===== config.mk =====
export PLATFORM = sky130hd
export DESIGN_NAME = fmac_tree
export DESIGN_NICKNAME = d
export VERILOG_FILES = /design/src/rtl/fmac_pkg.sv /design/src/rtl/fmac_ppgen.sv /design/src/rtl/fmac_csa_level.sv /design/src/rtl/fmac_csa_tree.sv /design/src/rtl/fmac_cpa.sv /design/src/rtl/fmac_tree.sv
export SDC_FILE = /design/constraint.sdc
export NUM_CORES = 1
export LEC_CHECK = 0
export BUFFER_PORTS_ARGS = -buffer_cell sky130_fd_sc_hd__buf_4
export CAP_MARGIN = 10
export CORE_MARGIN = 2
export CORE_UTILIZATION = 25
export DETAILED_ROUTE_END_ITERATION = 12
export PLACE_DENSITY_LB_ADDON = 0.1
export SETUP_SLACK_MARGIN = 0.3
export SLEW_MARGIN = 40
export SYNTH_ARGS = -nofsm -noshare
export SYNTH_HDL_FRONTEND = slang
export SYNTH_SLANG_ARGS = --single-unit

===== constraint.sdc =====
create_clock -name vclk -period 12
set_input_delay 2.4 -clock vclk [all_inputs]
set_output_delay 2.4 -clock vclk [all_outputs]
set_load 0.005 [all_outputs]

===== src/rtl/fmac_pkg.sv =====
package fmac_pkg;

  // Rows left after one reduction level.
  function automatic int rows_after(int rin, int pref42);
    int q;
    int r;
    if (rin <= 2) return rin;
    if (pref42 != 0) begin
      q = rin / 4;
      r = rin % 4;
      return 2 * q + ((r == 3) ? 2 : r);
    end
    return 2 * (rin / 3) + (rin % 3);
  endfunction

  // Number of levels until two rows remain.
  function automatic int level_count(int rin, int pref42);
    int n;
    int c;
    n = rin;
    c = 0;
    while (n > 2) begin
      n = rows_after(n, pref42);
      c++;
    end
    return c;
  endfunction

  // Rows entering a given level.
  function automatic int rows_at(int rin, int pref42, int lvl);
    int n;
    n = rin;
    for (int i = 0; i < lvl; i++) n = rows_after(n, pref42);
    return n;
  endfunction

endpackage


===== src/rtl/fmac_ppgen.sv =====
// Partial-product rows of one FW x FW product, at result width W.
// Signed mode: the top row is inverted; the caller adds +1 elsewhere.
module fmac_ppgen #(
  parameter int W  = 16,
  parameter int FW = 8
) (
  input  logic [FW-1:0]         x,
  input  logic [FW-1:0]         y,
  input  logic                  sgn,
  output logic [FW-1:0][W-1:0]  rows
);
  logic [W-1:0] y_ext;
  logic [W-1:0] top_row;

  always_comb begin
    y_ext = '0;
    y_ext[FW-1:0] = y;
    for (int i = FW; i < W; i++) y_ext[i] = sgn & y[FW-1];
  end

  always_comb begin
    for (int i = 0; i < FW - 1; i++)
      rows[i] = x[i] ? (y_ext << i) : '0;
    top_row = x[FW-1] ? (y_ext << (FW - 1)) : '0;
    rows[FW-1] = sgn ? ~top_row : top_row;
  end
endmodule


===== src/rtl/fmac_csa_level.sv =====
// One reduction level: 4:2 groups (optional), 3:2 groups, pass-through.
module fmac_csa_level #(
  parameter int W      = 16,
  parameter int RIN    = 4,
  parameter int PREF42 = 1,
  localparam int ROUT  = fmac_pkg::rows_after(RIN, PREF42)
) (
  input  logic [RIN-1:0][W-1:0]  din,
  output logic [ROUT-1:0][W-1:0] dout
);
  localparam int NQ    = (PREF42 != 0) ? RIN / 4 : 0;
  localparam int REM   = RIN - 4 * NQ;
  localparam int NT    = (PREF42 != 0) ? ((REM == 3) ? 1 : 0) : RIN / 3;
  localparam int NPASS = RIN - 4 * NQ - 3 * NT;
  localparam int TIN   = 4 * NQ;
  localparam int PIN   = 4 * NQ + 3 * NT;
  localparam int TOUT  = 2 * NQ;
  localparam int POUT  = 2 * NQ + 2 * NT;

  function automatic logic [W-1:0] maj(logic [W-1:0] a, logic [W-1:0] b, logic [W-1:0] c);
    return (a & b) | (a & c) | (b & c);
  endfunction

  for (genvar q = 0; q < NQ; q++) begin : g_quad
    logic [W-1:0] s1;
    logic [W-1:0] c1;
    assign s1 = din[4*q] ^ din[4*q+1] ^ din[4*q+2];
    assign c1 = maj(din[4*q], din[4*q+1], din[4*q+2]) << 1;
    assign dout[2*q]   = s1 ^ din[4*q+3] ^ c1;
    assign dout[2*q+1] = maj(s1, din[4*q+3], c1) << 1;
  end

  for (genvar t = 0; t < NT; t++) begin : g_tri
    assign dout[TOUT+2*t]   = din[TIN+3*t] ^ din[TIN+3*t+1] ^ din[TIN+3*t+2];
    assign dout[TOUT+2*t+1] = maj(din[TIN+3*t], din[TIN+3*t+1], din[TIN+3*t+2]) << 1;
  end

  for (genvar p = 0; p < NPASS; p++) begin : g_pass
    assign dout[POUT+p] = din[PIN+p];
  end
endmodule


===== src/rtl/fmac_csa_tree.sv =====
// Carry-save reduction of ROWS rows down to a sum row and a carry row.
module fmac_csa_tree #(
  parameter int W      = 16,
  parameter int ROWS   = 5,
  parameter int PREF42 = 1
) (
  input  logic [ROWS-1:0][W-1:0] rows,
  output logic [W-1:0]           row_s,
  output logic [W-1:0]           row_c
);
  localparam int NLV = fmac_pkg::level_count(ROWS, PREF42);

  for (genvar l = 0; l < NLV; l++) begin : g_lv
    localparam int RIN  = fmac_pkg::rows_at(ROWS, PREF42, l);
    localparam int ROUT = fmac_pkg::rows_after(RIN, PREF42);
    logic [RIN-1:0][W-1:0]  din;
    logic [ROUT-1:0][W-1:0] dout;
    if (l == 0) begin : g_first
      assign din = rows;
    end else begin : g_next
      assign din = g_lv[l-1].dout;
    end
    fmac_csa_level #(.W(W), .RIN(RIN), .PREF42(PREF42)) u_level (
      .din (din),
      .dout(dout)
    );
  end

  if (NLV == 0) begin : g_short
    assign row_s = rows[0];
    if (ROWS > 1) begin : g_two
      assign row_c = rows[1];
    end else begin : g_one
      assign row_c = '0;
    end
  end else begin : g_long
    assign row_s = g_lv[NLV-1].dout[0];
    assign row_c = g_lv[NLV-1].dout[1];
  end
endmodule


===== src/rtl/fmac_cpa.sv =====
// Final two-operand adder, result truncated to W bits.
module fmac_cpa #(
  parameter int W            = 16,
  parameter int RIPPLE_BELOW = 16
) (
  input  logic [W-1:0] x,
  input  logic [W-1:0] y,
  output logic [W-1:0] s
);
  if (W < RIPPLE_BELOW) begin : g_ripple
    always_comb begin
      logic c;
      c = 1'b0;
      for (int i = 0; i < W; i++) begin
        s[i] = x[i] ^ y[i] ^ c;
        c = (x[i] & y[i]) | (c & (x[i] ^ y[i]));
      end
    end
  end else begin : g_prefix
    // Kogge-Stone style generate/propagate combining.
    always_comb begin
      logic [W-1:0] gg;
      logic [W-1:0] pp;
      logic [W-1:0] gn;
      logic [W-1:0] pn;
      logic [W-1:0] half;
      gg = x & y;
      pp = x ^ y;
      half = pp;
      for (int d = 1; d < W; d = d * 2) begin
        gn = gg;
        pn = pp;
        for (int i = d; i < W; i++) begin
          gn[i] = gg[i] | (pp[i] & gg[i-d]);
          pn[i] = pp[i] & pp[i-d];
        end
        gg = gn;
        pp = pn;
      end
      s = half ^ (gg << 1);
    end
  end
endmodule


===== src/rtl/fmac_tree.sv =====
module fmac_tree #(
  parameter int W            = 16,
  parameter int NP           = 2,
  parameter int FW           = 8,
  parameter int NA           = 2,
  parameter int AW           = 12,
  parameter int FUSE         = 1,
  parameter int PREF42       = 1,
  parameter int RIPPLE_BELOW = 16
) (
  input  logic [NP*FW-1:0] mul_x,
  input  logic [NP*FW-1:0] mul_y,
  input  logic [NP-1:0]    mul_signed,
  input  logic [NP-1:0]    mul_neg,
  input  logic [NA*AW-1:0] addend,
  input  logic [NA-1:0]    addend_signed,
  input  logic [NA-1:0]    addend_neg,
  output logic [W-1:0]     total
);
  localparam int FR    = (FUSE != 0) ? NP * FW : 0;
  localparam int NROWS = FR + NP + NA + 1;

  logic [NROWS-1:0][W-1:0] pool;
  logic [NP-1:0][W-1:0]    neg_row;
  logic [W-1:0]            corr;
  logic [W-1:0]            tree_s;
  logic [W-1:0]            tree_c;

  for (genvar k = 0; k < NP; k++) begin : g_prod
    logic [FW-1:0][W-1:0] pp;
    logic [FW:0][W-1:0]   full_rows;
    logic [W-1:0]         fs;
    logic [W-1:0]         fc;
    logic [W-1:0]         full;

    fmac_ppgen #(.W(W), .FW(FW)) u_pp (
      .x   (mul_x[k*FW +: FW]),
      .y   (mul_y[k*FW +: FW]),
      .sgn (mul_signed[k]),
      .rows(pp)
    );

    // Standalone product: its own +1 for the inverted signed row.
    assign full_rows = {W'(mul_signed[k]), pp};

    fmac_csa_tree #(.W(W), .ROWS(FW + 1), .PREF42(PREF42)) u_ftree (
      .rows (full_rows),
      .row_s(fs),
      .row_c(fc)
    );

    fmac_cpa #(.W(W), .RIPPLE_BELOW(RIPPLE_BELOW)) u_fadd (
      .x(fs),
      .y(fc),
      .s(full)
    );

    assign neg_row[k] = mul_neg[k] ? ~full : ((FUSE != 0) ? '0 : full);
    assign pool[FR+k] = neg_row[k];

    if (FUSE != 0) begin : g_fuse
      for (genvar j = 0; j < FW; j++) begin : g_row
        assign pool[k*FW+j] = mul_neg[k] ? '0 : pp[j];
      end
    end
  end

  for (genvar m = 0; m < NA; m++) begin : g_add
    logic [W-1:0] ext;
    always_comb begin
      ext = '0;
      ext[AW-1:0] = addend[m*AW +: AW];
      for (int i = AW; i < W; i++) ext[i] = addend_signed[m] & addend[m*AW+AW-1];
    end
    assign pool[FR+NP+m] = addend_neg[m] ? ~ext : ext;
  end

  // One constant row collects every +1 the inverted rows need.
  always_comb begin
    corr = '0;
    for (int k = 0; k < NP; k++) begin
      corr = corr + W'(mul_neg[k]);
      if (FUSE != 0) corr = corr + W'(mul_signed[k] & ~mul_neg[k]);
    end
    for (int m = 0; m < NA; m++) corr = corr + W'(addend_neg[m]);
  end
  assign pool[NROWS-1] = corr;

  fmac_csa_tree #(.W(W), .ROWS(NROWS), .PREF42(PREF42)) u_tree (
    .rows (pool),
    .row_s(tree_s),
    .row_c(tree_c)
  );

  fmac_cpa #(.W(W), .RIPPLE_BELOW(RIPPLE_BELOW)) u_final (
    .x(tree_s),
    .y(tree_c),
    .s(total)
  );
endmodule


# Word-level counts from Yosys, hierarchy flattened
# Index checks and enable logic that the tools add are counted.
totals:
  ff_bits: 0
  latchBits: 0
  ram_bits: 0
  rom_bits: 0
  input_bits: 64
  out_inout_bits: 16
  n_memories: 0
op_classes:
  addsub: 5
  mul: 0
  div: 0
  n_lt_le_gt_ge: 0
  eq_ne: 0
  shifts: 0
  mux: 38
  bitwise: 617
  reduce_logical: 0
ops:
  columns: ["cell", "n"]
  rows:
  - ["$and 15x15->15", 98]
  - ["$xor 16x16->16", 70]
  - ["$or 15x15->15", 66]
  - ["$mux 16", 38]
  - ["$and 1x1->1", 232]
  - ["$or 1x1->1", 135]
  - ["$not 16->16", 6]
  - ["$and 15x1->15", 4]
  - ["$add 16x1->16", 3]
  - ["$and 1x16->16", 2]
  - ["$not 1->16", 2]
  - ["$xor 16x1->16", 2]
  - ["$add 1x16->16", 1]
  - ["$add 16x16->16", 1]

# Logic depth before layout (Yosys ltp)
# Gate-level depths: netlist of the first run.
depth:
  word_depth: 51
  mapped_depth: 34
  mapped_depth_nobuf: 33

# By module
# Synthesis of the first run repeated with hierarchy kept, for this count alone.
hier_totals:
  hier_cells: 1597
  hier_area_um2: 17785.8
modules_own_cells:
  columns: ["mod", "n_inst", "cells_per_inst", "area_each_um2", "seq_area_each_um2"]
  rows:
  - ["fmac_csa_level at u_tree.g_lv[0].u_level", 1, 187, 3326.9, 0.0]
  - ["fmac_csa_level at g_prod[0].u_ftree.g_lv[0].u_level ...", 2, 85, 1405.1, 0.0]
  - ["fmac_tree", 1, 363, 2239.6, 0.0]
  - ["fmac_ppgen", 2, 140, 955.9, 0.0]
  - ["fmac_csa_level at u_tree.g_lv[1].u_level", 1, 87, 1610.3, 0.0]
  - ["fmac_csa_level at g_prod[0].u_ftree.g_lv[1].u_level ...", 2, 51, 764.5, 0.0]
  - ["fmac_cpa at g_prod[0].u_fadd ...", 2, 85, 698.2, 0.0]
  - ["fmac_csa_level at u_tree.g_lv[2].u_level", 1, 67, 884.6, 0.0]
  - ["fmac_cpa at u_final", 1, 100, 762.0, 0.0]
  - ["fmac_csa_level at g_prod[0].u_ftree.g_lv[2].u_level ...", 2, 18, 335.3, 0.0]
  - ["fmac_csa_level at u_tree.g_lv[3].u_level", 1, 35, 644.4, 0.0]

# Worst setup path after synthesis of the first run
# No wires, ideal clock.
synth_timing:
  path_kind: "input to output"
  startpoint: "in mul_y[11]"
  endpoint: "out total[15]"
  arrival_ps: 10130
  slack_ps: -530
  path_stages: 32
  path_cell_list: "clkbuf_1 -> and2_1 -> fa_1 -> fa_1 -> fa_1 -> inv_1 -> fa_1 -> inv_1 -> ha_1 -> ha_1 -> o21a_1 -> a2111oi_4 -> o31ai_2 -> o21ai_0 -> nand2b_1 -> a21oi_1 -> xor2_1 -> nand2_1 -> fa_1 -> fa_1 -> inv_1 -> ha_1 -> fa_1 -> inv_1 -> fa_1 -> xor2_1 -> xnor2_1 -> xnor2_1 -> xnor2_1 -> xnor2_1 -> xnor2_1 -> xnor3_1"
synth_via:
  elab_chain_len: 46
  word_cells_on_any_way: 311
  classes_between: "mux (18); bitwise (293)"
synth_rtl:
  columns: ["element", "line", "rtl"]
  rows:
  - ["start, declared", "fmac_tree.sv:12", "input logic [NP*FW-1:0] mul_y,"]
  - ["$mux 16", "fmac_ppgen.sv:23", "rows[i] = x[i] ? (y_ext << i) : '0;"]
  - ["$and 15x15->15 or $xor 16x16->16 (tied branches)", "fmac_csa_level.sv:21, fmac_csa_level.sv:27", null]
  - ["$or 15x15->15 or $xor 16x16->16 (tied branches)", "fmac_csa_level.sv:21, fmac_csa_level.sv:27", null]
  - ["$or 15x15->15 or $and 15x15->15 (tied branches)", "fmac_csa_level.sv:21", "return (a & b) | (a & c) | (b & c);"]
  - ["$and 15x15->15 or $or 15x15->15 (tied branches)", "fmac_csa_level.sv:21", null]
  - ["$or 15x15->15", "fmac_csa_level.sv:21", null]
  - ["$or 15x15->15 or $and 15x15->15 (tied branches)", "fmac_csa_level.sv:21", null]
  - ["$and 15x15->15, or another cell as far along", "fmac_csa_level.sv:21", null]
  - ["(+29 left out)", null, null]
  - ["$or 15x15->15", "fmac_csa_level.sv:21", null]
  - ["$or 15x15->15 or $xor 16x16->16 (tied branches)", "fmac_csa_level.sv:21, fmac_cpa.sv:28", null]
  - ["$xor 16x16->16, or another cell as far along", "fmac_cpa.sv:28", "pp = x ^ y;"]
  - ["$and 1x1->1, or another cell as far along", "fmac_cpa.sv:34", "gn[i] = gg[i] | (pp[i] & gg[i-d]);"]
  - ["$or 1x1->1, or another cell as far along (2 in series)", "fmac_cpa.sv:34", null]
  - ["$or 1x1->1 or $and 1x1->1 (tied branches)", "fmac_cpa.sv:34", null]
  - ["$or 1x1->1", "fmac_cpa.sv:34", null]
  - ["$xor 16x16->16 (*)", "fmac_cpa.sv:40", "s = half ^ (gg << 1);"]
  - ["end, declared", "fmac_tree.sv:18", "output logic [W-1:0] total"]
# Every way passes the cells marked *; elsewhere a longest branch is shown, timed or not.

# Final worst setup path of the first run
layout_timing:
  startpoint: "in mul_y[5]"
  endpoint: "out total[15]"
layout_via:
  elab_chain_len: 45
  word_cells_on_any_way: 297
  classes_between: "mux (18); bitwise (279)"
layout_rtl:
  columns: ["element", "line"]
  rows:
  - ["$mux 16", "fmac_ppgen.sv:23"]
  - ["$and 15x15->15 or $xor 16x16->16 (tied branches)", "fmac_csa_level.sv:21, fmac_csa_level.sv:27"]
  - ["$or 15x15->15 or $xor 16x16->16 (tied branches)", "fmac_csa_level.sv:21, fmac_csa_level.sv:27"]
  - ["$or 15x15->15 or $and 15x15->15 (tied branches)", "fmac_csa_level.sv:21"]
  - ["$and 15x15->15 or $or 15x15->15 (tied branches)", "fmac_csa_level.sv:21"]
  - ["$or 15x15->15", "fmac_csa_level.sv:21"]
  - ["$or 15x15->15 or $and 15x15->15 (tied branches)", "fmac_csa_level.sv:21"]
  - ["$and 15x15->15, or another cell as far along", "fmac_csa_level.sv:21"]
  - ["(+27 left out)", null]
  - ["$and 15x15->15", "fmac_csa_level.sv:21"]
  - ["$or 15x15->15 (2 in series)", "fmac_csa_level.sv:21"]
  - ["$xor 16x16->16", "fmac_cpa.sv:28"]
  - ["$and 1x1->1 (on tied branches)", "fmac_cpa.sv:34, fmac_cpa.sv:35"]
  - ["$or 1x1->1, or another cell as far along (2 in series)", "fmac_cpa.sv:34"]
  - ["$or 1x1->1 or $and 1x1->1 (tied branches)", "fmac_cpa.sv:34"]
  - ["$or 1x1->1", "fmac_cpa.sv:34"]
  - ["$xor 16x16->16 (*)", "fmac_cpa.sv:40"]
# Marked as above.

==> flow_metrics.py, run 1 <==
metrics = {
    "global_route": {
        "grt_overflow": 0,
        "track_usage_pct": 14.0,
        "grt_max_degree": 18,
        "grt_pass1_wl_mm": 62.0,
        "grt_pass1_vias": 11500,
        "antenna_found_initial": 0,
    },
    "route": {
        "drc": 0,
        "wire_per_inst_um": 15.0,
        "vias": 10000,
        "first_pass_iters": 5,
        "routed_wl_mm": 36.7,
        "drt_iter0_drc": 308,
        "detail-route-antenna-nets": 0,
        "via_per_inst": 4.09,
    },
    "synth": {
        "synth_top_cell_by_area": "fa_1",
        "netlist_area_mm2": 0.0134,
        "synthDistinctLibCells": 55,
        "syn-instance-count": 1483,
        "avgSynthCellArea_um2": 9.02,
        "synth_seq_area_share_pct": 0,
        "yosysTopAreaCellShare_pct": 47.3,
        "yosysWarnings": 0,
        "syn_nets": 2004,
        "synth.area.top_cells": "fa_1, ha_1, inv_1",
    },
    "timing": {
        "fin_setup_tns_ns": -2.49,
        "setup_violations": 7,
        "maxSlewViolCount": 0,
        "fin_ws_ns": -0.607,
        "worstMarginPinSlew_ns": 0.574,
        "layout_min_cycle_time_ns": 12.61,
        "clock.fmax_ghz": 0.0793,
        "min_period_over_period_pct": 105,
        "rsz0062_at_grt": "yes",
        "hold_viol_final": 0,
        "relSlewSlack_pct": 61.6,
    },
    "setup_path": {
        "crit_arrival_ns": 10.21,
        "crit_top_cell": "fa_1",
        "path_buf_inv": 9,
        "critPathLaunchType": "primary input",
        "critical_path.top_delay_family": "adder cells",
        "slowest_delay_ns": 0.55,
        "crit_required_ns": 9.60,
        "slowest_stage": "fa_1",
        "critPathMaxFanout": 6,
        "crit_type": "in2out",
        "worstSetupStartpoint": "mul_y[5]",
        "cp-end-kind": "output port",
    },
    "die": {
        "core_mm2": 0.0528,
        "fp.dieW_um": 235,
        "die_h_um": 235,
        "die-area_mm2": 0.0554,
        "rows": 84,
        "start_util_pct": 25.4,
        "ios": 80,
    },
    "layout": {
        "fillCellCount": 5528,
        "drive_gt1_share_pct": 27.3,
        "design.seq.count": 0,
        "fin_nets": 2287,
        "clkbuf_count": 0,
        "antenna_cells": 0,
        "final_common_cell": "inv_1",
        "register_area_um2": 0,
        "areaGrowthSynthToFinish_pct": 32.1,
        "multiInputGateArea_mm2": 0.0127,
        "layout_common_cells": "inv_1, fa_1, buf_4, nand2_1, and2_1",
    },
    "run": {
        "drv_cap": 0,
    },
    "placement": {
        "gp_congestion": 0.751,
        "port_buffers": 80,
        "dp_hpwl_mm": 33.4,
    },
    "outcome": {
        "status": "complete, but fails checks",
        "violations": "negative setup slack",
    },
    "worst_hold_path": {
        "min_from": "addend[12]",
        "worst_hold_path_type": "in2out",
    },
    "clock_network": {
        "hold_buffers": 0,
    },
}
-- routing by layer --
layer | part of all wire [%] | vias to the layer above | global-route usage (%)
li1 | - | 4883 | -
met1 | 49 | 5040 | 20.1
met2 | 49 | 101 | 24.8
met3 | 1.3 | 12 | 0.188
met4 | 0.68 | 0 | 0.502
met5 | 0 | - | 0
-- final cells by class --
class	count	area share, %
multi-input combinational	1058	72.0
timing repair buffer	331	15.2
inverter	375	7.96
tap	688	4.87
-- stage by stage --
stage / utilization (%) / std cells / cell area (um^2) / setup slack [ns] / hold WS [ns]
detailed placement: 31.5 / 2431 / 16600 / -0.921 / 5.53
floorplan: - / 1483 / 13700 / -0.172 / 5.09
finish: 33.5 / 2452 / 17700 / -0.607 / 5.55
global route: 33.5 / 2452 / 17700 / -0.961 / 5.63
CTS: 32.7 / 2447 / 17300 / -0.743 / 5.55
global placement: 31.5 / 2431 / 16600 / -0.920 / 5.54
-- path summary, 6_finish.rpt --
check	slack, ns	cells after the start	endpoint
worst max-delay path	-0.61	34	total[15]
worst min-delay path	5.55	6	total[0]
-- cell families (layout without fill, tap and decap cells) --
family | after synthesis | in the layout | synth area share, %
adders and majority gates | 458 | 458 | 60.5
xor gates and xnor gates | 120 | 120 | 8.01
buffers and inverters | 425 | 706 | 12.0
AOI/OAI and AO/OA | 74 | 74 | 4.25
and+or+nand+nor | 404 | 404 | 15.0
muxes | 2 | 2 | 0.168
-- synth_stat cells, drive strengths merged, types with 4 or more instances --
master	count
buf	11
and2	133
ha	141
nor2	60
nor2b	28
fa	316
clkbuf	39
xor2	28
nand2b	9
nand2	140
inv	375
nand3	16
o21a	9
o211ai	6
nor3	6
a21oi	18
xnor2	91
and3	4
o21ai	14
-- worst min-delay path, stage by stage --
cell and delay (ns):
buf_4 0.08, xor2_1 0.15, ha_1 0.15, ha_1 0.12, ha_1 0.14, buf_4 0.11
-- timing repair --
action	4_1_cts	5_1_grt
pin swaps	52	53
endpoints found under the setup margin	8	10
setup buffers	16	5
hold endpoints to repair	0	0
gates resized for setup	100	67
Power of run 1 is not shown: default switching activity piles up to over one toggle a cycle in this logic, so the estimate is an artifact.
==> run 2: changes to the inputs <==
--- a/config.mk
+++ b/config.mk
@@ -7,10 +7,9 @@
 export LEC_CHECK = 0
 export BUFFER_PORTS_ARGS = -buffer_cell sky130_fd_sc_hd__buf_4
 export CAP_MARGIN = 10
-export CORE_MARGIN = 2
 export CORE_UTILIZATION = 25
 export DETAILED_ROUTE_END_ITERATION = 12
-export PLACE_DENSITY_LB_ADDON = 0.1
+export PLACE_DENSITY = 0.48
 export SETUP_SLACK_MARGIN = 0.3
 export SLEW_MARGIN = 40
 export SYNTH_ARGS = -nofsm -noshare
==> constraint.sdc (replaced) <==
create_clock -name vclk -period 12.04
set_input_delay 2.408 -clock vclk [all_inputs]
set_output_delay 2.408 -clock vclk [all_outputs]
set_load 0.005 [all_outputs]
==> run 2 against run 1 <==
Hold slack improved by 0.0033 ns; the run ends with design-rule violations, negative setup slack left; die area down 1.7%; worst setup slack gained 0.0018 ns; routed wire length is 3.0% lower; critical endpoint is now total[14].
==> flow_metrics.py, run 2 (synthesized netlist as in run 1, its figures left out) <==
metrics = {
    "layout": {
        "register_area_um2": 0,
        "multiInputGateArea_mm2": 0.0127,
        "layout_common_cells": "inv_1, fa_1, buf_4, nand2_1, and2_1",
        "drive_gt1_share_pct": 26.4,
        "areaGrowthSynthToFinish_pct": 31.3,
        "final_common_cell": "inv_1",
        "clkbuf_count": 0,
        "fin_nets": 2268,
        "design.seq.count": 0,
        "final_util_pct": 33.3,
        "fillCellCount": 5595,
        "finalInstanceArea_mm2": 0.0176,
        "antenna_cells": 0,
    },
    "placement": {
        "dp_hpwl_mm": 31.9,
        "port_buffers": 80,
        "gp_congestion": 0.824,
        "placed_cell_area_mm2": 0.0165,
    },
    "setup_path": {
        "critPathMaxFanout": 5,
        "crit_top_cell": "fa_1",
        "slowest_delay_ns": 0.58,
        "slowest_stage": "fa_1",
        "crit_type": "in2out",
        "critPathLaunchType": "primary input",
        "crit_required_ns": 9.63,
        "cp-end-kind": "output port",
        "crit_arrival_ns": 10.24,
    },
    "die": {
        "fp.dieW_um": 233,
        "die-area_mm2": 0.0544,
        "rows": 84,
        "start_util_pct": 25.4,
        "ios": 80,
        "core_mm2": 0.0528,
        "die_h_um": 233,
    },
    "timing": {
        "fin_ws_ns": -0.605,
        "relSlewSlack_pct": 62.1,
        "maxSlewViolCount": 0,
        "layout_min_cycle_time_ns": 12.64,
        "rsz0062_at_grt": "yes",
        "setup_violations": 7,
        "worstMarginPinSlew_ns": 0.567,
        "min_period_over_period_pct": 105,
        "hold_viol_final": 0,
        "clock.fmax_ghz": 0.0791,
    },
    "route": {
        "first_pass_iters": 9,
        "detail-route-antenna-nets": 0,
        "via_per_inst": 4.16,
        "vias": 10100,
        "drc": 18,
        "drt_iter0_drc": 316,
        "wire_per_inst_um": 14.6,
        "routed_wl_mm": 35.6,
    },
    "global_route": {
        "antenna_found_initial": 1,
        "grt_max_degree": 28,
        "track_usage_pct": 13.4,
        "grt_pass1_vias": 11100,
        "grt_overflow": 0,
        "grt_pass1_wl_mm": 57.5,
    },
    "run": {
        "drv_cap": 0,
    },
    "outcome": {
        "violations": "design-rule violations, negative setup slack",
        "status": "complete, but fails checks",
    },
    "worst_hold_path": {
        "worst_hold_path_type": "in2out",
    },
}
[run 2: cell types whose count changed in the layout (fill, tap and decap cells not counted), sizes merged]
cell,previous run,this run
buf,331,312
[run 2: critical path: cells and delay by family]
family / cells / cell delay (ns)
buf+inv: 7 / 0.72
compound gates: 7 / 1.00
xor+xnor: 1 / 0.29
simple gates: 2 / 0.42
mux: 1 / 0.32
fa+ha+maj: 12 / 5.09
[run 2: repair_timing]
action,4_1_cts,5_1_grt
pin swaps,53,83
setup endpoints to repair,9,10
resized for setup,60,114
setup buffers,5,13
hold buffers,0,0
[run 2: final timing paths]
path / from / endpoint / cells after the start
max: mul_y[13] / total[14] / 30
min: mul_neg[1] / total[15] / 5
[run 2: layout make-up]
cell class	instances	share of cell area, %
Timing Repair Buffer	312	14.5
Tap cell	688	4.90
Inverter	375	8.01
Multi-Input combinational cell	1058	72.6
[run 2: per-stage QoR]
stage | TNS (ns) | hold slack, ns | setup WS, ns | instances
finish | -2.49 | 5.55 | -0.605 | 2433
detailed placement | -3.97 | 5.57 | -0.860 | 2415
floorplan | -0.148 | 5.11 | -0.148 | 1483
CTS | -3.06 | 5.57 | -0.698 | 2420
global placement | -3.74 | 5.56 | -0.821 | 2415
global route | -4.66 | 5.63 | -0.906 | 2433
[run 2: metal layers]
layer / wire length (um) / track usage (%) / part of all wire (%)
met3: 868 / 0.403 / 2.4
met4: 414 / 1.43 / 1.2
met1: 15700 / 17.8 / 44
met5: 10 / 0 / 0.028
met2: 18600 / 24.7 / 52
Power of run 2 is left out for the same reason.
